File: src/rtl/alu_ovf_pkg.sv
package alu_ovf_pkg;

   typedef enum logic [2:0] {
      OP_AND  = 3'b000,
      OP_OR   = 3'b001,
      OP_SADD = 3'b010,
      OP_SSUB = 3'b011,
      OP_SLT  = 3'b100,
      OP_NOTA = 3'b101,
      OP_UADD = 3'b110,
      OP_USUB = 3'b111
   } alu_op_e;

   typedef struct packed {
      logic invert_b;
      logic carry_in;
      logic use_unsigned;
      logic use_signed;
   } alu_ctrl_t;

endpackage

File: src/rtl/alu_ovf_ctrl.sv
module alu_ovf_ctrl
   import alu_ovf_pkg::*;
(
   input  alu_op_e   op_i,
   output alu_ctrl_t ctrl_o
);

   logic is_sub;

   always_comb begin
      is_sub = (op_i == OP_SLT) || (op_i == OP_SSUB) || (op_i == OP_USUB);
      ctrl_o.invert_b     = is_sub;
      ctrl_o.carry_in     = is_sub;
      ctrl_o.use_unsigned = (op_i == OP_UADD) || (op_i == OP_USUB);
      ctrl_o.use_signed   = (op_i == OP_SADD) || (op_i == OP_SSUB);
   end

endmodule

File: src/rtl/alu_ovf_invmux.sv
module alu_ovf_invmux #(
   parameter int WIDTH = 32
) (
   input  logic [WIDTH-1:0] b_i,
   input  logic             inv_i,
   output logic [WIDTH-1:0] b_o
);

   for (genvar i = 0; i < WIDTH; i++) begin : g_bit
      assign b_o[i] = inv_i ? ~b_i[i] : b_i[i];
   end

endmodule

File: src/rtl/alu_ovf_adder.sv
module alu_ovf_adder #(
   parameter int WIDTH  = 32,
   parameter bit RIPPLE = 1'b1
) (
   input  logic [WIDTH-1:0] a_i,
   input  logic [WIDTH-1:0] b_i,
   input  logic             cin_i,
   output logic [WIDTH-1:0] sum_o,
   output logic             cout_o
);

   if (RIPPLE) begin : g_ripple
      logic [WIDTH:0] carry;
      assign carry[0] = cin_i;
      for (genvar i = 0; i < WIDTH; i++) begin : g_fa
         assign sum_o[i]   = a_i[i] ^ b_i[i] ^ carry[i];
         assign carry[i+1] = (a_i[i] & b_i[i]) | (carry[i] & (a_i[i] ^ b_i[i]));
      end
      assign cout_o = carry[WIDTH];
   end else begin : g_flat
      assign {cout_o, sum_o} = {1'b0, a_i} + {1'b0, b_i} + {{WIDTH{1'b0}}, cin_i};
   end

endmodule

File: src/rtl/alu_ovf_flags.sv
module alu_ovf_flags (
   input  logic a_msb_i,
   input  logic b_msb_i,
   input  logic s_msb_i,
   input  logic cout_i,
   input  logic use_unsigned_i,
   input  logic use_signed_i,
   output logic ovf_o,
   output logic lt_o
);

   logic sign_ovf;

   assign sign_ovf = (a_msb_i & b_msb_i & ~s_msb_i) | (~a_msb_i & ~b_msb_i & s_msb_i);
   assign ovf_o    = (use_unsigned_i & cout_i) | (use_signed_i & sign_ovf);
   assign lt_o     = s_msb_i ^ sign_ovf;

endmodule

File: src/rtl/alu_ovf_eq.sv
module alu_ovf_eq #(
   parameter int WIDTH = 32
) (
   input  logic [WIDTH-1:0] a_i,
   input  logic [WIDTH-1:0] b_i,
   output logic             eq_o
);

   logic [WIDTH-1:0] same;

   for (genvar i = 0; i < WIDTH; i++) begin : g_bit
      assign same[i] = ~(a_i[i] ^ b_i[i]);
   end

   assign eq_o = &same;

endmodule

File: src/rtl/alu_ovf.sv
module alu_ovf
   import alu_ovf_pkg::*;
#(
   parameter int WIDTH  = 32,
   parameter bit RIPPLE = 1'b1
) (
   input  logic [WIDTH-1:0] a_i,
   input  logic [WIDTH-1:0] b_i,
   input  logic [2:0]       op_i,
   output logic [WIDTH-1:0] res_o,
   output logic             ovf_o,
   output logic             eq_o
);

   localparam int MSB = WIDTH - 1;

   if (WIDTH < 2) begin : g_bad_width
      $error("alu_ovf: WIDTH must be at least 2");
   end

   alu_op_e          op;
   alu_ctrl_t        ctrl;
   logic [WIDTH-1:0] b_add;
   logic [WIDTH-1:0] sum;
   logic             cout;
   logic             lt;

   assign op = alu_op_e'(op_i);

   alu_ovf_ctrl u_ctrl (
      .op_i   (op),
      .ctrl_o (ctrl)
   );

   alu_ovf_invmux #(.WIDTH(WIDTH)) u_invmux (
      .b_i   (b_i),
      .inv_i (ctrl.invert_b),
      .b_o   (b_add)
   );

   alu_ovf_adder #(.WIDTH(WIDTH), .RIPPLE(RIPPLE)) u_adder (
      .a_i    (a_i),
      .b_i    (b_add),
      .cin_i  (ctrl.carry_in),
      .sum_o  (sum),
      .cout_o (cout)
   );

   alu_ovf_flags u_flags (
      .a_msb_i        (a_i[MSB]),
      .b_msb_i        (b_add[MSB]),
      .s_msb_i        (sum[MSB]),
      .cout_i         (cout),
      .use_unsigned_i (ctrl.use_unsigned),
      .use_signed_i   (ctrl.use_signed),
      .ovf_o          (ovf_o),
      .lt_o           (lt)
   );

   alu_ovf_eq #(.WIDTH(WIDTH)) u_eq (
      .a_i  (a_i),
      .b_i  (b_i),
      .eq_o (eq_o)
   );

   always_comb begin
      unique case (op)
         OP_AND:  res_o = a_i & b_i;
         OP_OR:   res_o = a_i | b_i;
         OP_NOTA: res_o = ~a_i;
         OP_SLT:  res_o = {{(WIDTH-1){1'b0}}, lt};
         default: res_o = sum;
      endcase
   end

endmodule

File: config.mk
export PLATFORM = sky130hd
export DESIGN_NAME = alu_ovf
export DESIGN_NICKNAME = d
export VERILOG_FILES = /design/src/rtl/alu_ovf_pkg.sv /design/src/rtl/alu_ovf_ctrl.sv /design/src/rtl/alu_ovf_invmux.sv /design/src/rtl/alu_ovf_adder.sv /design/src/rtl/alu_ovf_flags.sv /design/src/rtl/alu_ovf_eq.sv /design/src/rtl/alu_ovf.sv
export SDC_FILE = /design/constraint.sdc
export NUM_CORES = 1
export LEC_CHECK = 0
export BUFFER_PORTS_ARGS = -buffer_cell sky130_fd_sc_hd__buf_2
export CORE_MARGIN = 2
export CORE_UTILIZATION = 50
export DETAILED_ROUTE_END_ITERATION = 12
export PLACE_DENSITY = 0.82
export SYNTH_ARGS = -nofsm -noshare
export SYNTH_HDL_FRONTEND = slang
export SYNTH_SLANG_ARGS = --single-unit
File: constraint.sdc
create_clock -name vclk -period 46.8
set_clock_uncertainty 0.2 [all_clocks]
set_input_delay 9.36 -clock vclk [all_inputs]
set_output_delay 9.36 -clock vclk [all_outputs]
set_load 0.1 [all_outputs]
==> metrics <==
HPWL after detailed placement=6080 um; Final #Nets=around 670; post-CTS sizing=0; FMAX=around 0.030 GHz; Worst Hold Endpoint=res_o[30]; number of sequential cells=0; Placement Setup Slack=roughly 13 ns; Initial Util=0.518; GRT overflow=0; IO Count=101; leading cell type in the layout, fill and taps excluded=buf_2; crit-path max cell delay=0.54 ns; maxcap violations=0; GR Util All Layers=0.210; Area growth, synth to finish=13.8%; Post-Syn Area=0.00329 mm2; Data required, critical path=37.24 ns; Slew Limit Fails=0; Tmin final=roughly 34 ns; Worst Hold Slack=19.14 ns; Die Y=85.1 um; Rows=29; Final Hold Viols=0; outcome=finished clean; hold path startpoint=a_i[30]; Buffers on Ports=101; Critical Path Slowest Stage Cell=buf_2; Max-slew headroom=0.281; Iter 0 DRT Violations=approximately 110; Die Wd=approximately 85 um; # DRC=0; vias in the first global route=3058; Yosys cell types=29; Max VDD drop=0.0179 mV; first-pass GRT wire length=between 10000 and 15000 um; DR vias=3072; DRT Wirelength=7580 um; Critical Path AT=approximately 24 ns; Seq/Total Area, Yosys=0; Diodes inserted=0; Setup crit start kind=input port; setup slack after layout=around 13 ns; core region area=0.00635 mm2; synth warn=0; total area of sequential cells=0 um2; initial antenna violation count=0; syn nets=just under 600; layout cells sized above 1=0.214; Post-DRT Antenna Nets=0; commonest non-fill, non-tap cells in the layout=101 x buf_2, 71 x inv_1, 66 x ha_1; CLK BUF=0; CP Capture Type=primary output; largest net degree at the start of global routing=72; Mapped Cells=around 420; Final Instance Area=0.00375 mm2; Setup Buffers After CTS=0; period utilization=0.720; WL/cell=13.1 um; LEAKAGE=1.98 nW; Cell Area, Placed=0.00375 mm2; Hold Path Depth=4; critical path class=in -> out; Die ar.=0.00725 mm2; final setup violation count=0; CP most frequent cell=fa_1; TNS Setup=0 ns; total power=87.2 uW; RSZ-0062 raised after global routing=no; average cell area after synthesis=~7.8 um2; power density over cell area=23.3 mW/mm2; RD Place Congestion=between 0.9 and 1; largest fanout on the critical path=35; hold buffers post-CTS=0; DR pass1 iterations=7; Worst Hold Class=in -> out; worst slew pin tran=1.08 ns; Vias/cell=5.32
[layout make-up]
cell class	instances	area, um2
fill	574	2600
inverter	71	267
multi-input combinational	325	2860
tap	77	96.3
timing repair buffer	104	528
[metal layers]
metal | wire length [um] | up-vias | GRT usage | part of all wire
met3 | 432 | 8 | 0.0126 | 0.057
met4 | 87 | 0 | 0.0274 | 0.011
met2 | 3740 | 102 | 0.384 | 0.49
li1 | - | 1508 | - | -
met5 | 0 | - | 0 | 0
met1 | 3320 | 1454 | 0.278 | 0.44
[worst max-delay path, delay by kind of cell]
kind,cells,cell delay [ns]
AOI/OAI and AO/OA,3,0.74
adders and majority gates,31,11.99
buffers and inverters,7,1.34
muxes,1,0.30
and+or+nand+nor,1,0.35
[power breakdown]
part / switching (mW) / internal, mW
clock network: 0 / 0
registers: 0 / 0
logic: 0.0647 / 0.0225
total: 0.0647 / 0.0225
[worst max-delay path by stage]
stage               slack, ns       end    start  depth (start not counted)
floorplan               13.47     ovf_o  op_i[1]                         42
global placement        13.30  res_o[0]  op_i[2]                         43
detailed placement      13.15  res_o[0]  op_i[2]                         43
CTS                     13.07  res_o[0]  op_i[2]                         43
global route            12.50  res_o[0]  op_i[2]                         43
finish                  13.12  res_o[0]  op_i[2]                         43
[synth_stat cells, types with 2 or more instances]
library cell	instances	area, um2
a211oi_1	12	90.1
a21oi_1	15	75.1
a31oi_1	3	18.8
and2_1	3	18.8
buf_2	9	45.0
buf_4	2	15.0
buf_6	3	33.8
buf_8	3	45.0
clkbuf_1	8	30.0
fa_1	31	621
ha_1	66	826
inv_1	71	267
nand2_1	29	109
nand2b_1	28	175
nand3_1	3	15.0
nand4_1	2	12.5
nor2_1	45	169
nor2b_1	6	37.5
nor4_1	8	50.1
o21ai_0	5	25.0
o21ai_1	3	15.0
o31a_1	25	219
o32a_1	4	40.0
xnor2_1	32	280
[stage by stage]
step,util,std cells
2_1_floorplan,-,421
3_3_place_gp,0.590,577
3_5_place_dp,0.590,577
4_1_cts,0.590,577
5_1_grt,0.590,577
6_report,0.590,577
[cell families (layout without fill, tap and decap cells)]
| logic type | count (synthesis) | after routing | synth area share |
|---|---|---|---|
| compound gates | 69 | 69 | 0.154 |
| xor+xnor | 32 | 32 | 0.0852 |
| fa+ha+maj | 97 | 97 | 0.440 |
| buf+inv | 96 | 175 | 0.132 |
| mux | 2 | 2 | 0.00646 |
| simple gates | 125 | 125 | 0.182 |
(Power assumes the default switching activity.)
